--- config.mk ---
export PLATFORM = sky130hd
export DESIGN_NAME = xlat_walker
export DESIGN_NICKNAME = d
export VERILOG_FILES = /design/src/rtl/xlat_pkg.sv /design/src/rtl/xlat_addr_gen.sv /design/src/rtl/xlat_entry_decode.sv /design/src/rtl/xlat_ctrl.sv /design/src/rtl/xlat_walker.sv
export SDC_FILE = /design/constraint.sdc
export NUM_CORES = 1
export LEC_CHECK = 0
export BUFFER_PORTS_ARGS = -buffer_cell sky130_fd_sc_hd__buf_2
export CAP_MARGIN = 30
export CORE_ASPECT_RATIO = 0.7
export CORE_MARGIN = 10
export CORE_UTILIZATION = 26
export CTS_CLUSTER_DIAMETER = 200
export DETAILED_ROUTE_END_ITERATION = 10
export HOLD_SLACK_MARGIN = 0.15
export REMOVE_ABC_BUFFERS = 1
export SLEW_MARGIN = 15
export SYNTH_ARGS = -nofsm -noshare
export SYNTH_HDL_FRONTEND = slang
export SYNTH_HIERARCHICAL = 1
export SYNTH_SLANG_ARGS = --single-unit
--- constraint.sdc ---
create_clock -name clk -period 3.9 [get_ports clk]
set_clock_uncertainty 0.1 [all_clocks]
set_input_delay 0.78 -clock clk [delete_from_list [all_inputs] [get_ports clk]]
set_output_delay 0.78 -clock clk [all_outputs]
set_load 0.02 [all_outputs]
--- src/rtl/xlat_pkg.sv ---
`timescale 1ns/1ps
package xlat_pkg;

   typedef enum logic [2:0] {
      ST_IDLE   = 3'd0,
      ST_RD_DIR = 3'd1,
      ST_WT_DIR = 3'd2,
      ST_RD_TBL = 3'd3,
      ST_WT_TBL = 3'd4,
      ST_FINISH = 3'd5
   } walk_st_e;

endpackage

--- src/rtl/xlat_addr_gen.sv ---
`timescale 1ns/1ps
module xlat_addr_gen #(
   parameter int PA_W        = 32,
   parameter int IDX_W       = 10,
   parameter int ENTRY_BYTES = 4
) (
   input  logic [PA_W-1:0]  base,
   input  logic [IDX_W-1:0] idx,
   output logic [PA_W-1:0]  addr
);
   localparam int SH   = $clog2(ENTRY_BYTES);
   localparam bit POW2 = ((1 << SH) == ENTRY_BYTES);

   if (IDX_W + SH >= PA_W) begin : g_bad_width
      $error("xlat_addr_gen: index span exceeds address width");
   end

   if (POW2) begin : g_shift
      logic [PA_W-1:0] off;
      assign off  = PA_W'(idx) << SH;
      assign addr = base + off;
   end else begin : g_mul
      assign addr = base + PA_W'(idx) * PA_W'(ENTRY_BYTES);
   end
endmodule

--- src/rtl/xlat_entry_decode.sv ---
`timescale 1ns/1ps
module xlat_entry_decode #(
   parameter int ENTRY_W     = 32,
   parameter int FRAME_W     = 20,
   parameter int PRESENT_BIT = 0
) (
   input  logic [ENTRY_W-1:0] entry,
   output logic               present,
   output logic [FRAME_W-1:0] frame
);
   if (FRAME_W >= ENTRY_W) begin : g_bad_frame
      $error("xlat_entry_decode: frame field does not fit the entry");
   end
   if (PRESENT_BIT >= ENTRY_W - FRAME_W) begin : g_bad_flag
      $error("xlat_entry_decode: present flag overlaps the frame field");
   end

   logic unused_low;

   assign frame      = entry[ENTRY_W-1 -: FRAME_W];
   assign present    = entry[PRESENT_BIT];
   assign unused_low = ^entry[ENTRY_W-FRAME_W-1:0];
endmodule

--- src/rtl/xlat_ctrl.sv ---
`timescale 1ns/1ps
module xlat_ctrl
   import xlat_pkg::*;
(
   input  logic     clk,
   input  logic     rst_n,
   input  logic     req_valid,
   input  logic     mem_rd_valid,
   input  logic     ent_present,
   output walk_st_e st,
   output logic     accept,
   output logic     dir_hit,
   output logic     tbl_hit
);
   walk_st_e st_nx;

   assign accept  = (st == ST_IDLE) && req_valid;
   assign dir_hit = (st == ST_WT_DIR) && mem_rd_valid;
   assign tbl_hit = (st == ST_WT_TBL) && mem_rd_valid;

   always_comb begin
      st_nx = st;
      unique case (st)
         ST_IDLE:   if (accept) st_nx = ST_RD_DIR;
         ST_RD_DIR: st_nx = ST_WT_DIR;
         ST_WT_DIR: if (dir_hit) st_nx = ent_present ? ST_RD_TBL : ST_FINISH;
         ST_RD_TBL: st_nx = ST_WT_TBL;
         ST_WT_TBL: if (tbl_hit) st_nx = ST_FINISH;
         ST_FINISH: st_nx = ST_IDLE;
         default:   st_nx = ST_IDLE;
      endcase
   end

   always_ff @(posedge clk) begin
      if (!rst_n) st <= ST_IDLE;
      else        st <= st_nx;
   end
endmodule

--- src/rtl/xlat_walker.sv ---
`timescale 1ns/1ps
module xlat_walker
   import xlat_pkg::*;
#(
   parameter int VA_W        = 32,
   parameter int PA_W        = 32,
   parameter int DIR_W       = 10,
   parameter int TBL_W       = 10,
   parameter int OFF_W       = 12,
   parameter int ENTRY_W     = 32,
   parameter int PRESENT_BIT = 0
) (
   input  logic                  clk,
   input  logic                  rst_n,
   input  logic                  req_valid,
   input  logic [VA_W-1:0]       req_vaddr,
   input  logic [PA_W-1:0]       dir_base,
   output logic                  ready,
   output logic                  mem_rd_req,
   output logic [PA_W-1:0]       mem_rd_addr,
   input  logic                  mem_rd_valid,
   input  logic [ENTRY_W-1:0]    mem_rd_data,
   output logic                  done,
   output logic [PA_W-1:0]       done_paddr,
   output logic [PA_W-OFF_W-1:0] done_pfn,
   output logic                  fault,
   output logic [VA_W-1:0]       fault_vaddr
);
   localparam int FRAME_W     = PA_W - OFF_W;
   localparam int ENTRY_BYTES = ENTRY_W / 8;

   if (DIR_W + TBL_W + OFF_W != VA_W) begin : g_bad_split
      $error("xlat_walker: index and offset fields must cover the virtual address");
   end
   if (ENTRY_W % 8 != 0) begin : g_bad_entry
      $error("xlat_walker: entry width must be whole bytes");
   end

   walk_st_e st;
   logic accept, dir_hit, tbl_hit;
   logic ent_present;
   logic [FRAME_W-1:0] ent_frame;

   logic [VA_W-1:0]    va_q;
   logic [PA_W-1:0]    base_q;
   logic [FRAME_W-1:0] tframe_q;
   logic [FRAME_W-1:0] rframe_q;
   logic               rfault_q;

   logic [DIR_W-1:0] dir_idx;
   logic [TBL_W-1:0] tbl_idx;
   logic [PA_W-1:0]  tbl_base;
   logic [PA_W-1:0]  dir_addr;
   logic [PA_W-1:0]  tbl_addr;

   xlat_ctrl u_ctrl (
      .clk          (clk),
      .rst_n        (rst_n),
      .req_valid    (req_valid),
      .mem_rd_valid (mem_rd_valid),
      .ent_present  (ent_present),
      .st           (st),
      .accept       (accept),
      .dir_hit      (dir_hit),
      .tbl_hit      (tbl_hit)
   );

   xlat_entry_decode #(
      .ENTRY_W     (ENTRY_W),
      .FRAME_W     (FRAME_W),
      .PRESENT_BIT (PRESENT_BIT)
   ) u_dec (
      .entry   (mem_rd_data),
      .present (ent_present),
      .frame   (ent_frame)
   );

   assign dir_idx  = va_q[VA_W-1 -: DIR_W];
   assign tbl_idx  = va_q[OFF_W+TBL_W-1 -: TBL_W];
   assign tbl_base = {tframe_q, {OFF_W{1'b0}}};

   xlat_addr_gen #(
      .PA_W        (PA_W),
      .IDX_W       (DIR_W),
      .ENTRY_BYTES (ENTRY_BYTES)
   ) u_dir_addr (
      .base (base_q),
      .idx  (dir_idx),
      .addr (dir_addr)
   );

   xlat_addr_gen #(
      .PA_W        (PA_W),
      .IDX_W       (TBL_W),
      .ENTRY_BYTES (ENTRY_BYTES)
   ) u_tbl_addr (
      .base (tbl_base),
      .idx  (tbl_idx),
      .addr (tbl_addr)
   );

   always_ff @(posedge clk) begin
      if (!rst_n) begin
         va_q     <= '0;
         base_q   <= '0;
         tframe_q <= '0;
         rframe_q <= '0;
         rfault_q <= 1'b0;
      end else begin
         if (accept) begin
            va_q     <= req_vaddr;
            base_q   <= dir_base;
            rfault_q <= 1'b0;
         end
         if (dir_hit) begin
            tframe_q <= ent_frame;
            if (!ent_present) rfault_q <= 1'b1;
         end
         if (tbl_hit) begin
            rframe_q <= ent_frame;
            rfault_q <= !ent_present;
         end
      end
   end

   assign ready       = (st == ST_IDLE);
   assign mem_rd_req  = (st == ST_RD_DIR) || (st == ST_RD_TBL);
   assign mem_rd_addr = ((st == ST_RD_TBL) || (st == ST_WT_TBL)) ? tbl_addr : dir_addr;
   assign done        = (st == ST_FINISH) && !rfault_q;
   assign fault       = (st == ST_FINISH) && rfault_q;
   assign done_paddr  = {rframe_q, va_q[OFF_W-1:0]};
   assign done_pfn    = rframe_q;
   assign fault_vaddr = va_q;
endmodule

Yosys cells after proc, flatten, opt, wreduce, memory -nomap -nowiden
Cells that the tools add are included.
Word-level totals
  register bits after elaboration: 108
  input port bits: 100
Cells by class
  add/sub/neg operators: 2
  equality and inequality tests: 8
  multiplexer cells: 10
  reductions and logical operators: 11
Operator list (count)
  32-bit by 12-bit adder with 32-bit output: 2
  32-bit 2-to-1 mux: 1
  3-bit case mux with 5 select lines: 1
  3-bit 2-to-1 mux: 4
  3-bit by 2-bit equality test with 1-bit output, second input constant: 2
  3-bit equality test, second input constant: 2
  1-bit logical AND: 5
  1-bit 2-to-1 mux: 4
  2-bit != test, second input constant: 2
  3-bit by 1-bit equality test with 1-bit output, second input constant: 1
  3-bit logical NOT: 1
  3-bit AND reduction: 1
  1-bit logical NOT: 2
  1-bit logical OR: 2
  2-bit by 1-bit != test with 1-bit output, second input constant: 1

Longest topological paths before layout
Gate-level depths: netlist (run 1).
  depth in word-level cells: 6
  gate-level depth with buffers: 13
  depth with buffers taken out: 12

Hierarchy
Netlist (run 1), hierarchy kept.
By module, submodules not included
  xlat_walker: instances 1, cells each 639, area each 5895.7 µm²
  xlat_addr_gen: instances 2, cells each 121, area each 879.6 µm²
  xlat_ctrl: instances 1, cells each 21, area each 176.4 µm²
  xlat_entry_decode: instances 1, cells each 21, area each 157.7 µm²

Worst setup path after synthesis (run 1)
OpenSTA, ideal clock, no wires.
  kind: flip-flop to output port
  from: reg va_q[22] (netlist: fault_vaddr[22])
  to: out mem_rd_addr[22]
  data arrival time: 2616 ps
  setup slack: 404 ps
  stages on the path, launching flop included: 14
  buffers on the path: 1
  path through: dfxtp_1 > ha_1 > inv_1 > fa_1 > and2b_1 > o2111ai_1 > a21oi_1 > o41a_1 > buf_6 > nand4_1 > xnor2_1 > nor2b_1 > o21ai_0 > o311a_1
On the way
  longest elaborated chain between the ends: 2
RTL lines
  from (decl): line xlat_walker.sv:44  | logic [VA_W-1:0] va_q;
  from (signal assigned): line xlat_walker.sv:111  | va_q <= req_vaddr;
  32-bit by 12-bit adder with 32-bit output: line xlat_addr_gen.sv:21  | assign addr = base + off;
  via dir_addr[22]: line xlat_walker.sv:53  | logic [PA_W-1:0] dir_addr;
  32-bit 2-to-1 mux: line xlat_walker.sv:128  | assign mem_rd_addr = ((st == ST_RD_TBL) || (st == ST_WT_TBL)) ? tbl_addr : dir_addr;
  to (decl): line xlat_walker.sv:20  | output logic [PA_W-1:0] mem_rd_addr,
The timed path passes the listed nets, and every way through them passes these cells.

Worst setup path after layout (run 1)
Same ends and word-level chain as after synthesis.

==> flow_summary.ini, run 1 <==
[status]
status = finished, violations left
violations = setup timing

[critical_path]
path_class = flip-flop to output port
cp.arrival_ps = 3270
startpoint_type = flip-flop
reg2reg_slack_ps = 1630
r2r-start = u_ctrl/st[2]
cp.required_ps = 3020
path_max_fanout = 5
critPathCaptureType = output port
worstReg2RegEnd = fault_vaddr[25]
reg2regPathDepth = 6

[floorplan]
die_w_um = 230
die_h_um = 167
start_util_pct = 26.5
rows = 53
core_um2 = 30200
dieArea_um2 = 38300
ios = 220

[timing]
tightest_slew_ps = 672
slew_headroom_pct = 55.2
final_critical_path_setup_slack_ps = -255
max_freq_mhz = 241
fin_crit_ps = 4150
fin_tns_setup_ps = -1590
finalHoldViolations = 0
fin_crit_sh_pct = 107
rsz0062_at_grt = true
slew_violations = 0
setup-violations-final = 11

[clock_tree]
clk_pin_slew_ps = 80
numCtsBuffers = 9
cts_tree = yes
htree_levels = 3
root_buffer = clkbuf_16
ctsHoldBuffers = 0
clock_sinks = 108
clock_tree.buffer_depth = 2
clock_latency_ps = 370

[logic_synthesis]
synth_top_cells_by_area = dfxtp_1, nor2b_1, mux2i_1
yosysWarnings = 6
async_flop_share_pct = 0
syn_avg_cell_area_um2 = 8.66
synthFlopType = dfxtp_1
synthTopCellsByCount = nor2b_1, dfxtp_1, mux2i_1, buf_4, o21ai_1
synth_cell_types = 49
synth_most_common_cell = nor2b_1
synth_edf_count = 0
ys_seq_elements = 108
synth_area_um2 = 7990
syn_inst = 923
yosysTopAreaCellShare_pct = 27.1
yosys.area.top_type = dfxtp_1
synth-seq-area-share_pct = 27.1

[placed_design]
port_buffers = 208
dp_hpwl_um = 18000
gp_congestion = 0.778

[final_layout]
syn2layout_area_growth_pct = 23.5
drive_gt1_share_pct = 29.6
finalNetCount = 1178
fill_cells = 3102

[power]
ir_drop_mv = 0.236
pwr-share-comb_pct = 32.5
finalPower_mw = 3.51
clkPwrFrac_pct = 31.1
internal-power_mw = 2.32
p_leak_nw = 4.16
switchingPower_mw = 1.19
p_per_area_nw_per_um2 = 356
switching_share_pct = 34.0
pwr-share-seq_pct = 36.4

[grt]
antenna_found_initial = 5
grt_max_degree = 130
grt_pass1_vias = 6552
grt_usage_pct = 11.9
grt_first_pass_wirelength_um = 36700
overflow = 0

[drt]
num_vias = 6866
vias_per_cell = 4.66
ant_nets = 0
drt_iter0_drc = 370
wl_um = 24400
first_pass_iters = 6
wl_per_cell_um = 16.5
drc_errors = 0

[worst_hold_path]
hold_class = flip-flop to flip-flop
whs_path_depth = 2
min_to = rfault_q
min_from = rfault_q

[flow_run]
drv_cap = 0
critical path, cell delays in order (launching register included):
cell	delay (ps)
dfxtp_2	360
ha_4	140
inv_2	30
fa_2	340
and2b_1	240
o2111ai_2	160
a21oi_2	210
o41a_1	190
buf_12	130
buf_12	120
nand4_1	140
xnor2_2	190
buf_4	140
o311a_1	350
buf_6	140
final cells by class:
class	instances	area [um2]	share of cell area (%)
diodes	1	2.50	0.0254
clock buffers	10	229	2.32
clock inverters	6	111	1.13
inverters	12	45.0	0.457
multi-input cells	687	5330	54.1
flip-flops and latches	108	2180	22.1
well taps	412	515	5.23
repair buffers	238	1450	14.7
sequential cells by signal, summed over array words and instances, names as in the netlist:
signal / cells
tframe_q: 20
base_q: 32
fault_vaddr: 32
u_ctrl/st: 3
done_pfn: 20
rfault_q: 1
worst max path at each step:
stage                     from         endpoint  depth (start not counted)
3_3_place_gp   fault_vaddr[22]  mem_rd_addr[22]                         14
3_5_place_dp   fault_vaddr[22]  mem_rd_addr[22]                         14
2_1_floorplan     u_ctrl/st[2]        base_q[0]                          4
4_1_cts              base_q[2]  mem_rd_addr[22]                         14
5_1_grt        fault_vaddr[22]  mem_rd_addr[22]                         14
6_report       fault_vaddr[22]  mem_rd_addr[22]                         14
metrics by stage:
step                std cells  util, %  cell area, um2  setup slack (ps)  hold WS (ps)
finish                   1474     32.7            9870              -255           393
global route             1474     32.7            9870              -401           434
CTS                      1458     31.0            9350              -278           393
detailed placement       1441     29.4            8880              2.05           384
global placement         1441     29.4            8880              43.0           369
floorplan                 807        -            7190             -5210           350
power by group through the flow:
stage | logic (mW) | registers, mW | clock network (mW)
floorplan | 0.708 | 1.35 | 0
global placement | 1.03 | 1.30 | 0
detailed placement | 1.05 | 1.30 | 0
CTS | 1.07 | 1.28 | 1.15
global route | 1.24 | 1.29 | 1.18
finish | 1.14 | 1.28 | 1.09
layout by cell type, fill, tap and decap left out, types with 18 or more instances in the layout:
cell,Yosys,final
o21ai_0,28,23
xnor2_1,32,21
dfxtp_1,108,97
nor3_1,42,39
nor2b_1,173,173
buf_4,69,25
nor3b_1,37,34
o311a_1,34,33
nand2_1,24,22
mux2i_1,104,104
buf_2,25,190
xor2_1,22,18
o21ai_1,44,49
per-layer routing:
layer  vias up  share of wire [%]  global-route usage (%)
met5         -               0.11                       0
met4         4                1.3                    3.04
met3        24                6.0                    4.06
met2       157                 44                    18.1
met1      3253                 49                    15.7
li1       3428                  -                       -
cells by family (layout without fill, tap and decap cells):
kind of cell | count (synthesis) | after routing | synth area share, %
AO/OA/AOI/OAI | 150 | 150 | 12.9
XOR/XNOR | 54 | 54 | 5.92
adder cells (fa/ha/maj) | 22 | 22 | 3.63
buffers and inverters | 140 | 266 | 11.2
flip-flops | 108 | 108 | 27.1
multiplexers | 104 | 104 | 13.0
other | 1 | 14 | 0.0469
AND/OR/NAND/NOR | 344 | 344 | 26.2
repair_timing:
| item | 4_1_cts | 5_1_grt |
|---|---|---|
| buffers inserted | 1 | 13 |
| setup endpoints to repair | 21 | 23 |
| pin swaps | 7 | 43 |
| resized for setup | 27 | 82 |
| gates cloned | 0 | 2 |
(Power assumes the default switching activity.)
==> run 2, diff against run 1 <==
Settings changed: ABC_AREA set to 1.
==> flow_summary.ini, run 2 <==
[status]
status = completed

[clock_tree]
root_buffer = clkbuf_16
clock_sinks = 108
htree_levels = 3
ctsHoldBuffers = 0
clock_tree.buffer_depth = 2
ctsResizeCount = 0
cts_tree = yes
numCtsBuffers = 9
clock_latency_ps = 380
cts_setup_buffers = 0
clk_pin_slew_ps = 80

[critical_path]
path_class = flip-flop to output port
path_max_fanout = 4
cpMaxStageDelayCell = fa_1
cp.required_ps = 3020
path_buf_inv = 3
worst_path_largest_cell_delay_ps = 410
crit_chain = ha_1 -> inv_1 -> fa_1 -> inv_1 -> nand3_1 -> nand3_1 -> nand2_1 -> nand3_1 -> nand2_1 -> nand2_1 -> nand2_1 -> nand2_1 -> nand3_1 -> nand2_1 -> buf_2
cp_top_family = simple AND/OR/NAND/NOR gates
critPathCaptureType = output port
cp.arrival_ps = 2710
startpoint_type = flip-flop
cp_common_cell = nand2_1

[drt]
wl_per_cell_um = 15.6
num_vias = 7880
ant_nets = 0
wl_um = 27300
drt_iter0_drc = 552
drc_errors = 0
vias_per_cell = 4.52
first_pass_iters = 5

[timing]
fin_crit_sh_pct = 92.1
fin_crit_ps = 3590
setup-violations-final = 0
final_critical_path_setup_slack_ps = 310
whs_ps = 398
tightest_slew_ps = 770
slew_headroom_pct = 48.6
slew_violations = 0
rsz0062_at_grt = false
finalHoldViolations = 0
max_freq_mhz = 279

[floorplan]
rows = 52
core_um2 = 28900
die_w_um = 225
dieArea_um2 = 36600
start_util_pct = 26.4
die_h_um = 163
ios = 220

[placed_design]
dp_cells = 1724
post-place-ws_ps = 696
dp_hpwl_um = 21600
port_buffers = 208
dpl_cell_area_um2 = 8520
gp_congestion = 0.898

[grt]
grt_first_pass_wirelength_um = 41900
overflow = 0
grt_max_degree = 108
grt_pass1_vias = 7394
antenna_found_initial = 2
grt_usage_pct = 14.6

[final_layout]
drive_gt1_share_pct = 20.5
layout_common_cells = nand2_1, nor2_1, buf_2, nand3_1, dfxtp_1
finalNonFillerCells = 1743
fin_area_um2 = 8850
syn2layout_area_growth_pct = 16.2
final_common_cell = nand2_1
finalNetCount = 1480
fill_cells = 3326

[logic_synthesis]
async_flop_share_pct = 0
yosysWarnings = 6
ys_seq_elements = 108
synth_most_common_cell = nand2_1
synth-seq-area-share_pct = 28.4
synth_area_um2 = 7610
synth_top_cells_by_area = dfxtp_1, nand2_1, nor2_1
yosysTopAreaCellShare_pct = 28.4
yosys.area.top_type = dfxtp_1
synthTopCellsByCount = nand2_1, nor2_1, nand3_1, dfxtp_1, inv_1
syn_avg_cell_area_um2 = 6.23
synth_cell_types = 37
synth_edf_count = 0
synthFlopType = dfxtp_1
syn_inst = 1222

[flow_run]
drv_cap = 0

[worst_hold_path]
hold_class = flip-flop to flip-flop

[power]
p_leak_nw = 4.76
finalPower_mw = 5.22
p_per_area_nw_per_um2 = 590
ir_drop_mv = 0.285
-- run 2: final cells by class --
| type | instances | area (um2) | share of cell area [%] |
|---|---|---|---|
| Multi-Input combinational cell | 917 | 4400 | 49.7 |
| Sequential cell | 108 | 2160 | 24.4 |
| Timing Repair Buffer | 216 | 1120 | 12.7 |
| Tap cell | 378 | 473 | 5.34 |
| Inverter | 106 | 398 | 4.50 |
| Clock buffer | 11 | 233 | 2.63 |
| Clock inverter | 5 | 60.1 | 0.679 |
| Antenna cell | 2 | 5.00 | 0.0566 |
-- run 2: path summary, 6_finish.rpt --
| path | slack [ps] | start | to | cells after the start |
|---|---|---|---|---|
| max reg2reg | 1600 | u_ctrl/st[0] | fault_vaddr[15] | 8 |
| min reg2reg | 400 | base_q[5] | base_q[5] | 2 |
| min | 400 | base_q[5] | base_q[5] | 2 |
| max | 310 | fault_vaddr[22] | mem_rd_addr[26] | 15 |
-- run 2: power by group --
group	internal, mW	switching, mW	leakage, nW
logic	0.814	1.78	3.73
registers	1.36	0.304	0.886
clock network	0.503	0.465	0.141
-- run 2: through the flow --
stage | util (%) | setup TNS, ps
CTS | 30.5 | 0
finish | 30.6 | 0
detailed placement | 29.5 | 0
global placement | 29.5 | 0
floorplan | - | -109200
global route | 30.6 | 0
-- run 2: worst reg2reg max path, cell delays in order, from the launching register on --
cell and delay, ps:
dfxtp_1 650, inv_2 120, nand2_1 130, nor3_2 60, buf_4 270, inv_2 350, buf_4 360, nor2_1 100
nor2_1 100
-- run 2: cells by family (layout without fill, tap and decap cells) --
logic type | after synthesis | after routing | synth area share [%]
other | 1 | 15 | 0.0493
XOR/XNOR | 24 | 24 | 2.76
buffers and inverters | 209 | 338 | 14.6
flip-flops | 108 | 108 | 28.4
AND/OR/NAND/NOR | 739 | 739 | 42.2
AO/OA/AOI/OAI | 119 | 119 | 8.20
adder cells (fa/ha/maj) | 22 | 22 | 3.81
-- run 2: layer usage --
layer  track usage [%]  share of wire [%]  up-vias  routed length (um)
li1                  -                  -     4083                   -
met1              19.7                 48     3546               13100
met2              21.6                 42      219               11600
met3              4.55                7.4       32                2020
met4              4.96                2.2        0                 602
met5                 0                  0        -                   0
==> run 3, diff against run 2 <==
Settings changed: ABC_AREA 1 to not set, CORE_MARGIN 10 to 8, SKIP_LAST_GASP set to 1.
==> flow_summary.ini, run 3 (same netlist as run 1, synthesis figures left out) <==
[status]
status = finished, violations left
violations = setup timing

[placed_design]
dp_hpwl_um = 17400
dp_cells = 1438
gp_congestion = 0.775
port_buffers = 208

[clock_tree]
clock_sinks = 108
ctsHoldBuffers = 0
numCtsBuffers = 9
cts_tree = yes
htree_levels = 3
clk_pin_slew_ps = 90
root_buffer = clkbuf_16
clock_tree.buffer_depth = 2
clock_latency_ps = 380

[timing]
fin_crit_ps = 4090
slew_headroom_pct = 55.1
slew_violations = 0
max_freq_mhz = 244
setup-violations-final = 10
final_critical_path_setup_slack_ps = -193
tightest_slew_ps = 673
fin_crit_sh_pct = 105
rsz0062_at_grt = true
finalHoldViolations = 0

[worst_hold_path]
whs_path_depth = 2
hold_class = flip-flop to flip-flop

[final_layout]
finalNetCount = 1172
finalNonFillerCells = 1467
final_common_cell = buf_2
layout_common_cells = buf_2, nor2b_1, mux2i_1, dfxtp_1, o21ai_1
fill_cells = 3188
num_antenna_cells = 0
drive_gt1_share_pct = 29.7
syn2layout_area_growth_pct = 22.4

[floorplan]
die_w_um = 226
die_h_um = 163
ios = 220
dieArea_um2 = 36700
core_um2 = 30100
rows = 53
start_util_pct = 26.5

[drt]
wl_um = 23900
ant_nets = 0
drc_errors = 0
drt_iter0_drc = 474
first_pass_iters = 6
num_vias = 6824
vias_per_cell = 4.65
wl_per_cell_um = 16.3

[critical_path]
cp_top_family = compound AO/OA/AOI/OAI gates
path_buf_inv = 5
critical_path_depth = 14
worst_path_largest_cell_delay_ps = 380
reg2regPathDepth = 5
path_max_fanout = 5
critPathCaptureType = output port
path_class = flip-flop to output port
cp.arrival_ps = 3210
crit_chain = ha_4 -> inv_2 -> fa_2 -> and2b_1 -> o2111ai_2 -> a21oi_2 -> o41a_1 -> buf_6 -> buf_12 -> nand4_1 -> xnor2_2 -> buf_4 -> o311a_1 -> buf_6
cpMaxStageDelayCell = o311a_1
cp.required_ps = 3020
cp_common_cell = buf_6
startpoint_type = flip-flop

[power]
finalPower_mw = 3.36
p_per_area_nw_per_um2 = 344
ir_drop_mv = 0.209
p_leak_nw = 4.12

[grt]
grt_usage_pct = 12.4
antenna_found_initial = 2
grt_first_pass_wirelength_um = 36300
grt_max_degree = 107
overflow = 0
grt_pass1_vias = 6603

[flow_run]
drv_cap = 0
[run 3: changes by cell type in the layout (fill, tap and decap cells not counted), moves of 17 or more]
| cell | previous run | this run |
|---|---|---|
| nor2b_1 | 0 | 173 |
| nor2_1 | 258 | 12 |
| nand2_1 | 284 | 20 |
| nor3b_1 | 0 | 34 |
| nand3_1 | 109 | 9 |
| nor3_1 | 12 | 38 |
| buf_2 | 207 | 190 |
| xnor2_1 | 2 | 21 |
| inv_1 | 101 | 11 |
| mux2i_1 | 0 | 104 |
| o21ai_1 | 10 | 53 |
| o21ai_0 | 99 | 19 |
| o311a_1 | 0 | 34 |
[run 3: what timing repair did]
action / 4_1_cts / 5_1_grt
setup endpoints to repair: 20 / 23
pin swaps: 31 / 38
setup buffers: 6 / 6
endpoints found under the hold margin: 0 / 0
gates cloned: 1 / 1
gates resized for setup: 55 / 56
[run 3: cell type report]
cell class	instances	area, um2	share of cell area [%]
Multi-Input combinational cell	687	5350	54.7
Sequential cell	108	2180	22.3
Timing Repair Buffer	232	1400	14.3
Tap cell	412	515	5.27
Clock buffer	10	239	2.44
Clock inverter	6	55.1	0.563
Inverter	12	45.0	0.461
[run 3: through the flow]
step	setup WS [ps]	instance area (um2)	util [%]	hold WS (ps)	TNS, ps
after global placement	46.5	8900	29.6	370	0
after CTS	-275	9500	31.6	385	-2770
after detailed placement	19.6	8900	29.6	373	0
final	-193	9780	32.5	390	-1320
after floorplan	-5210	7190	-	350	-370000
after global routing	-338	9780	32.5	423	-3120
[run 3: final timing paths]
check / from / end / slack [ps]
setup / recovery: base_q[2] / mem_rd_addr[18] / -190
hold / removal: rfault_q / rfault_q / 390
setup reg to reg: u_ctrl/st[2] / fault_vaddr[22] / 1880
hold reg to reg: rfault_q / rfault_q / 390
[run 3: worst min-delay path, stage by stage (launching register included)]
cell      delay [ps]
dfxtp_1          330
nand2_1           50
a21boi_0          60
[run 3: report_power, final]
group | leakage, nW | switching [mW] | internal (mW)
combinational | 3.09 | 0.628 | 0.504
clock | 0.146 | 0.486 | 0.466
sequential | 0.886 | 0.100 | 1.18
[run 3: routing by layer]
layer / wire length [um] / track usage (%)
met1: 11800 / 16.7
met2: 10400 / 19.5
met3: 1500 / 3.80
met4: 182 / 2.27
met5: 10 / 0
